[src/rtl/rcc_pkg.sv]
package rcc_pkg;
    localparam int FLG_POR    = 0;
    localparam int FLG_PIN    = 1;
    localparam int FLG_WDT    = 2;
    localparam int FLG_BOD    = 4;
    localparam int FLG_SYSREQ = 5;
    localparam int FLG_CPU    = 7;

    localparam int CTL_CHIP   = 0;
    localparam int CTL_CPU    = 1;
    localparam int CTL_NOWAIT = 2;

    localparam int ADDR_STATUS = 0;
    localparam int ADDR_CTRL   = 1;

    localparam int NUM_SHOTS = 2;

    typedef enum logic [0:0] {
        OS_IDLE  = 1'b0,
        OS_PULSE = 1'b1
    } os_state_e;
endpackage

[src/rtl/rcc_oneshot.sv]
module rcc_oneshot
    import rcc_pkg::*;
#(
    parameter int PULSE_CYCLES = 2
) (
    input  logic clk,
    input  logic rst_n,
    input  logic start_i,
    output logic accept_o,
    output logic pulse_o
);
    localparam int CNT_W = (PULSE_CYCLES > 1) ? $clog2(PULSE_CYCLES) : 1;
    localparam logic [CNT_W-1:0] CNT_LOAD = CNT_W'(PULSE_CYCLES - 1);

    os_state_e        state_q, state_nx;
    logic [CNT_W-1:0] cnt_q, cnt_nx;

    // state register
    always_ff @(posedge clk or negedge rst_n) begin
        if (!rst_n) begin
            state_q <= OS_IDLE;
            cnt_q   <= '0;
        end else begin
            state_q <= state_nx;
            cnt_q   <= cnt_nx;
        end
    end

    // next-state logic
    always_comb begin
        state_nx = state_q;
        cnt_nx   = cnt_q;
        unique case (state_q)
            OS_IDLE: begin
                if (start_i) begin
                    state_nx = OS_PULSE;
                    cnt_nx   = CNT_LOAD;
                end
            end
            OS_PULSE: begin
                if (cnt_q == '0) begin
                    state_nx = OS_IDLE;
                end else begin
                    cnt_nx = cnt_q - 1'b1;
                end
            end
            default: state_nx = OS_IDLE;
        endcase
    end

    // outputs
    always_comb begin
        pulse_o  = (state_q == OS_PULSE);
        accept_o = (state_q == OS_IDLE) && start_i;
    end
endmodule

[src/rtl/rcc_flags.sv]
module rcc_flags #(
    parameter int              DATA_W    = 8,
    parameter logic [DATA_W-1:0] FLAG_MASK = '1
) (
    input  logic              clk,
    input  logic              aon_rst_n,
    input  logic [DATA_W-1:0] set_i,
    input  logic [DATA_W-1:0] clr_i,
    output logic [DATA_W-1:0] flags_o
);
    for (genvar b = 0; b < DATA_W; b++) begin : g_bit
        if (FLAG_MASK[b]) begin : g_flop
            logic flag_q;
            always_ff @(posedge clk or negedge aon_rst_n) begin
                if (!aon_rst_n) begin
                    flag_q <= 1'b0;
                end else if (set_i[b]) begin
                    flag_q <= 1'b1;
                end else if (clr_i[b]) begin
                    flag_q <= 1'b0;
                end
            end
            assign flags_o[b] = flag_q;
        end else begin : g_tie
            assign flags_o[b] = 1'b0;
        end
    end
endmodule

[src/rtl/rst_cause_ctrl.sv]
module rst_cause_ctrl
    import rcc_pkg::*;
#(
    parameter int DATA_W       = 8,
    parameter int ADDR_W       = 2,
    parameter int PULSE_CYCLES = 2
) (
    input  logic              clk,
    input  logic              aon_rst_n,
    input  logic              rst_n,
    input  logic              ev_por,
    input  logic              ev_pin,
    input  logic              ev_wdt,
    input  logic              ev_bod,
    input  logic              ev_sysreq,
    input  logic              unlock_ok,
    input  logic              bus_wr,
    input  logic [ADDR_W-1:0] bus_addr,
    input  logic [DATA_W-1:0] bus_wdata,
    output logic [DATA_W-1:0] bus_rdata,
    output logic              chip_rst_o,
    output logic              cpu_rst_o,
    output logic              flash_nowait_o
);
    localparam logic [DATA_W-1:0] FLAG_MASK =
        (DATA_W'(1) << FLG_POR) | (DATA_W'(1) << FLG_PIN) | (DATA_W'(1) << FLG_WDT) |
        (DATA_W'(1) << FLG_BOD) | (DATA_W'(1) << FLG_SYSREQ) | (DATA_W'(1) << FLG_CPU);
    localparam logic [ADDR_W-1:0] A_STATUS = ADDR_W'(ADDR_STATUS);
    localparam logic [ADDR_W-1:0] A_CTRL   = ADDR_W'(ADDR_CTRL);

    logic                 wr_status, wr_ctrl;
    logic [NUM_SHOTS-1:0] shot_start, shot_accept, shot_pulse;
    logic [DATA_W-1:0]    set_vec, clr_vec, flag_vec, ctrl_rd;
    logic                 nowait_q;

    assign wr_status = bus_wr && (bus_addr == A_STATUS);
    assign wr_ctrl   = bus_wr && (bus_addr == A_CTRL);

    // protected trigger requests
    assign shot_start[0] = wr_ctrl && bus_wdata[CTL_CHIP] && unlock_ok;
    assign shot_start[1] = wr_ctrl && bus_wdata[CTL_CPU]  && unlock_ok;

    for (genvar s = 0; s < NUM_SHOTS; s++) begin : g_shot
        rcc_oneshot #(
            .PULSE_CYCLES(PULSE_CYCLES)
        ) u_shot (
            .clk      (clk),
            .rst_n    (rst_n),
            .start_i  (shot_start[s]),
            .accept_o (shot_accept[s]),
            .pulse_o  (shot_pulse[s])
        );
    end

    always_comb begin
        set_vec             = '0;
        set_vec[FLG_POR]    = ev_por | shot_accept[0];
        set_vec[FLG_PIN]    = ev_pin;
        set_vec[FLG_WDT]    = ev_wdt;
        set_vec[FLG_BOD]    = ev_bod;
        set_vec[FLG_SYSREQ] = ev_sysreq;
        set_vec[FLG_CPU]    = shot_accept[1];
        clr_vec             = wr_status ? bus_wdata : '0;
    end

    rcc_flags #(
        .DATA_W    (DATA_W),
        .FLAG_MASK (FLAG_MASK)
    ) u_flags (
        .clk       (clk),
        .aon_rst_n (aon_rst_n),
        .set_i     (set_vec),
        .clr_i     (clr_vec),
        .flags_o   (flag_vec)
    );

    // wait-state select, not protected
    always_ff @(posedge clk or negedge rst_n) begin
        if (!rst_n) begin
            nowait_q <= 1'b0;
        end else if (wr_ctrl) begin
            nowait_q <= bus_wdata[CTL_NOWAIT];
        end
    end

    always_comb begin
        ctrl_rd             = '0;
        ctrl_rd[CTL_CHIP]   = shot_pulse[0];
        ctrl_rd[CTL_CPU]    = shot_pulse[1];
        ctrl_rd[CTL_NOWAIT] = nowait_q;
        if (bus_addr == A_STATUS) begin
            bus_rdata = flag_vec;
        end else if (bus_addr == A_CTRL) begin
            bus_rdata = ctrl_rd;
        end else begin
            bus_rdata = '0;
        end
    end

    assign chip_rst_o     = shot_pulse[0];
    assign cpu_rst_o      = shot_pulse[1];
    assign flash_nowait_o = nowait_q;
endmodule

[config.mk]
export PLATFORM = sky130hd
export DESIGN_NAME = rst_cause_ctrl
export DESIGN_NICKNAME = d
export VERILOG_FILES = /design/src/rtl/rcc_pkg.sv /design/src/rtl/rcc_oneshot.sv /design/src/rtl/rcc_flags.sv /design/src/rtl/rst_cause_ctrl.sv
export SDC_FILE = /design/constraint.sdc
export NUM_CORES = 1
export LEC_CHECK = 0
export BUFFER_PORTS_ARGS = -buffer_cell sky130_fd_sc_hd__buf_2
export CORE_MARGIN = 4
export CORE_UTILIZATION = 46
export CTS_CLUSTER_SIZE = 14
export DETAILED_ROUTE_END_ITERATION = 8
export PLACE_DENSITY = 0.78
export SYNTH_ARGS = -nofsm -noshare
export SYNTH_HDL_FRONTEND = slang
export SYNTH_SLANG_ARGS = --single-unit
[constraint.sdc]
create_clock -name clk -period 1.75 [get_ports clk]
set_clock_uncertainty 0.1 [all_clocks]
set_input_delay 0.175 -clock clk [delete_from_list [all_inputs] [get_ports clk]]
set_output_delay 0.175 -clock clk [all_outputs]
set_load 0.02 [all_outputs]
## Yosys cells after proc, flatten, opt, wreduce, memory -nomap -nowiden

Index checks and enable logic that the tools add are counted.

| cells by class | value |
|---|---|
| add/subtract/negate cells | 2 |
| multiply operators | 0 |
| divide/modulo/power cells | 0 |
| $lt $le $gt $ge | 0 |
| eq/ne operators | 3 |
| shift-type cells | 0 |
| muxes and demuxes | 27 |
| bitwise logic cells | 3 |
| reductions and logical operators | 15 |

Operators by type and width:

| kind | count |
|---|---|
| two-way mux 1 bit | 20 |
| two-way mux 8 bit | 2 |
| nonzero test 2 bit | 6 |
| logical AND 1 bit | 8 |
| one-hot mux 1 bit (2 select lines) | 4 |
| inequality test 2 x 1 -> 1 bit, second input constant | 2 |
| two-way mux 3 bit | 1 |
| equality test 2 x 1 -> 1 bit, second input constant | 1 |
| logical NOT 2 bit | 1 |
| NOT 1 bit | 2 |
| subtractor 1 bit, second input constant | 2 |
| bitwise OR 1 bit | 1 |

| storage, ports and cells | value |
|---|---|
| register bits after elaboration | 11 |
| latch bits | 0 |
| bits in writable memories | 0 |
| bits in read-only memories | 0 |
| input port bits | 20 |
| output and inout bits | 11 |
| memories kept | 0 |

## Depth between registers and ports, before layout

| depth | value |
|---|---|
| word-level depth | 7 |
| gate-level depth with buffers | 3 |
| mapped depth without buffers | 2 |

## By module

From an unflattened synthesis, not the netlist that was laid out.

| second synthesis, totals | value |
|---|---|
| cells, all modules | 69 |
| area, all modules | 674.4 µm² |

Modules (own cells, without submodules):

| module | instances | cells each | area an instance (µm²) | seq. area each (µm²) |
|---|---|---|---|---|
| rcc_flags | 1 | 27 | 281.5 | 150.1 |
| rst_cause_ctrl | 1 | 32 | 225.2 | 25.0 |
| rcc_oneshot | 2 | 5 | 83.8 | 50.0 |

## Worst setup path after synthesis

No wires, ideal clock.

| path | value |
|---|---|
| path kind | register -> output |
| start point | register g_shot[0].u_shot.state_q |
| end point | output port bus_rdata[0] |
| arrival | 873 ps |
| slack | 602 ps |
| cell stages (with the launch flop) | 3 |
| buffers on the path | 0 |
| cell sequence | dfrtp_1 > mux2i_1 > nor2_1 |

| on the way | value |
|---|---|
| cells in the longest elaborated chain, start to end | 2 |

RTL lines:

| what | RTL line | RTL |
|---|---|---|
| start: declaration | rcc_oneshot.sv:15 | `os_state_e state_q, state_nx;` |
| start signal: assignment | rcc_oneshot.sv:24 | `state_q <= state_nx;` |
| two-way mux 3 bit | rst_cause_ctrl.sv:93 | `end else if (bus_addr == A_CTRL) begin` |
| two-way mux 8 bit | rst_cause_ctrl.sv:91 | `if (bus_addr == A_STATUS) begin` |
| end: declaration | rst_cause_ctrl.sv:20 | `output logic [DATA_W-1:0] bus_rdata,` |

No other way between the ends.

## Worst setup path in the final report

| path | value |
|---|---|
| start point | register g_shot[1].u_shot.state_q |
| end point | output port bus_rdata[1] |

| on the way | value |
|---|---|
| cells in the longest elaborated chain, start to end | 2 |

RTL lines:

| what | RTL line |
|---|---|
| start: declaration | rcc_oneshot.sv:15 |
| start signal: assignment | rcc_oneshot.sv:24 |
| two-way mux 3 bit | rst_cause_ctrl.sv:93 |
| two-way mux 8 bit | rst_cause_ctrl.sv:91 |

No other way between the ends.

==> metrics.txt <==
Iter 0 DRT Violations 11; Max Cap Violations 0; hpwl dp 1011 µm; Total Power 621.7 µW; row count 12; Min-Delay Path Class primary input to flip-flop; Mapped Cells 54; DR WL/cell 13.43 µm; reg2reg setup slack 0.75 ns; Synth cell types 20; gr ovfl total 0; All-Layer GR Usage 0.1619; Core Box Area 1171 µm²; Post-CTS Resized 0; setup TNS 0 ns; CTS tree yes; Area growth syn-to-layout 34.57%; Min Clock Period, post-route 1.334 ns; fmax 749.4 MHz; reg2reg end u_flags.g_bit[7].g_flop.flag_q$_DFFE_PN0P_; share of layout cells above drive strength 1 0.3636; diodes inserted 0; largest cells by area after synthesis dfrtp_1, nand4bb_1, mux2i_1; Final setup violation count 0; Final nets 109; Finished Cell Area 818.3 µm²; Syn Area/Cell 11.26 µm²; total number of vias 505; Detail Route Antenna Nets 0; sequential-to-total area share from yosys stat 0.4527; crit share post-route 0.7625; Yosys Warn Count 0; CP Data Arrival Time 1.06 ns; total power density per cell area 759.8 nW/µm²; LEAKAGE 0.0004167 µW; Area after DPL 721.9 µm²; Filler Cell Count 91; Slew Viols, Final 0; largest net degree at the start of global routing 14; FF-to-FF Start g_shot[1].u_shot.pulse_o$_DFF_PN0_; WL final 1370 µm; PortBufs 26; Hold Startpoint bus_wdata[2]; CP startpoint kind flip-flop; RSZ-0062 raised after global routing no; clock latency on the worst-skew pair 0.27 ns; CP Class flip-flop to output port; worst hold path depth 2; Final Wtd Congestion 0.6944; Yosys top cell by area dfrtp_1; Yosys top cell area share 0.4527; I/O Pins 31; DRC viols 0; via density per instance 4.951; Crit Path Max Fanout 5; Post-CTS Setup Bufs 0; Initial Utilization 0.5192; drt pass-1 iters 4; Die X 44.36 µm; final hold violation count 0; Die Y 44.36 µm; initial antenna violation count 0; Seq cells post-synth 11; Longest Clk Path Bufs 2; Critical Path RT 1.47 ns; DIE AREA 1968 µm²; worst hold path endpoint flash_nowait_o$_DFFE_PN0N_; area of the mapped netlist 608.1 µm²; H-tree depth 1; clock transition at the registers of the reported paths 0.07 ns; CTS Sinks 11; FF-to-FF path depth 2; CP endpoint kind output port; final cell count without fillers 102; Num CTS Buffers 3; vias in the first global route 478; maximum vdd ir drop 0.4341 mV; outcome completed; placed insts 91; clock root cell clkbuf_4; first-pass GRT wire length 2214 µm
[report_power, final]
group | switching (µW) | total, µW | internal [µW]
registers | 18.1 | 302 | 284
clock network | 81.3 | 170 | 88.3
logic | 78.7 | 150 | 71.0
[layer usage]
metal	vias to the layer above	global-route usage	share of wire
met5	-	0	0
met4	0	0.07229	0.013
met3	4	0.07317	0.067
met2	17	0.2500	0.53
met1	228	0.1920	0.39
li1	256	-	-
[synthesized netlist by cell type]
master,instances
and2_1,2
conb_1,1
nand4bb_1,4
nand3b_1,1
a21o_1,4
mux2i_1,3
buf_4,2
o22ai_1,3
inv_1,5
nand2b_1,2
o21ai_1,2
nand4b_4,1
and4bb_1,2
nor2_1,4
mux2_4,1
nor3_1,1
nand2_1,2
o221ai_2,1
dfrtp_1,11
buf_6,2
[flip-flops by register name, indices dropped and copies added, names as in the netlist]
name                         flops
flash_nowait_o                   1
g_shot.u_shot.cnt_q              2
g_shot.u_shot.pulse_o            2
u_flags.g_bit.g_flop.flag_q      6
[cell usage in the layout (no fill, tap or decap)]
| cell | n |
|---|---|
| o21ai_1 | 2 |
| dlygate4sd3_1 | 7 |
| nand2b_1 | 2 |
| nand4bb_1 | 4 |
| o22ai_1 | 3 |
| conb_1 | 2 |
| o221ai_2 | 1 |
| dfrtp_1 | 11 |
| nand2_1 | 2 |
| nor3_1 | 1 |
| mux2_4 | 1 |
| nor2_1 | 4 |
| and4bb_1 | 2 |
| mux2i_1 | 3 |
| buf_2 | 26 |
| a21o_1 | 4 |
| clkbuf_1 | 1 |
| clkbuf_4 | 3 |
| nand3b_1 | 1 |
| nand4b_4 | 1 |
| and2_1 | 2 |
| inv_1 | 5 |
[stage by stage]
step	hold WS, ns	util	setup WS [ns]
after floorplan	-0.2206	-	0.6024
after global placement	-0.1120	0.6165	0.6466
after detailed placement	-0.1069	0.6165	0.6310
after CTS	0.003561	0.6902	0.4174
after global routing	0.05803	0.6987	0.2983
final	0.04903	0.6987	0.4157
[kinds of logic (layout without fill, tap and decap cells)]
family	count (synthesis)	in the layout	synth area share
simple gates	19	19	0.2531
compound gates	10	10	0.1214
flops	11	11	0.4527
other cells	1	2	0.006167
mux	4	4	0.07407
buf+inv	9	42	0.09259
[layout make-up]
type / instances / area, µm² / area share
flip-flops and latches: 11 / 275.3 / 0.3364
inverters: 5 / 18.77 / 0.02294
clock buffers: 4 / 26.28 / 0.03211
well taps: 14 / 17.52 / 0.02141
multi-input cells: 35 / 280.3 / 0.3425
repair buffers: 33 / 200.2 / 0.2446
[critical path, stage by stage, from the launching register on]
cell	delay [ns]
dfrtp_1	0.43
mux2i_1	0.15
nor2_1	0.05
buf_2	0.16
[how the worst max path moves through the flow]
stage | from | to | cells after the start
after global placement | bus_addr[0] | bus_rdata[1] | 4
after global routing | g_shot[1].u_shot.pulse_o$_DFF_PN0_ | bus_rdata[1] | 3
final | g_shot[1].u_shot.pulse_o$_DFF_PN0_ | bus_rdata[1] | 3
after detailed placement | bus_addr[0] | bus_rdata[0] | 4
after CTS | g_shot[1].u_shot.pulse_o$_DFF_PN0_ | bus_rdata[1] | 3
after floorplan | g_shot[0].u_shot.pulse_o$_DFF_PN0_ | bus_rdata[0] | 2
[what timing repair did]
item	in CTS	in global routing
endpoints found under the hold margin	15	1
setup endpoints to repair	0	0
hold buffers	6	1
Power figures use the tool's default switching activity.
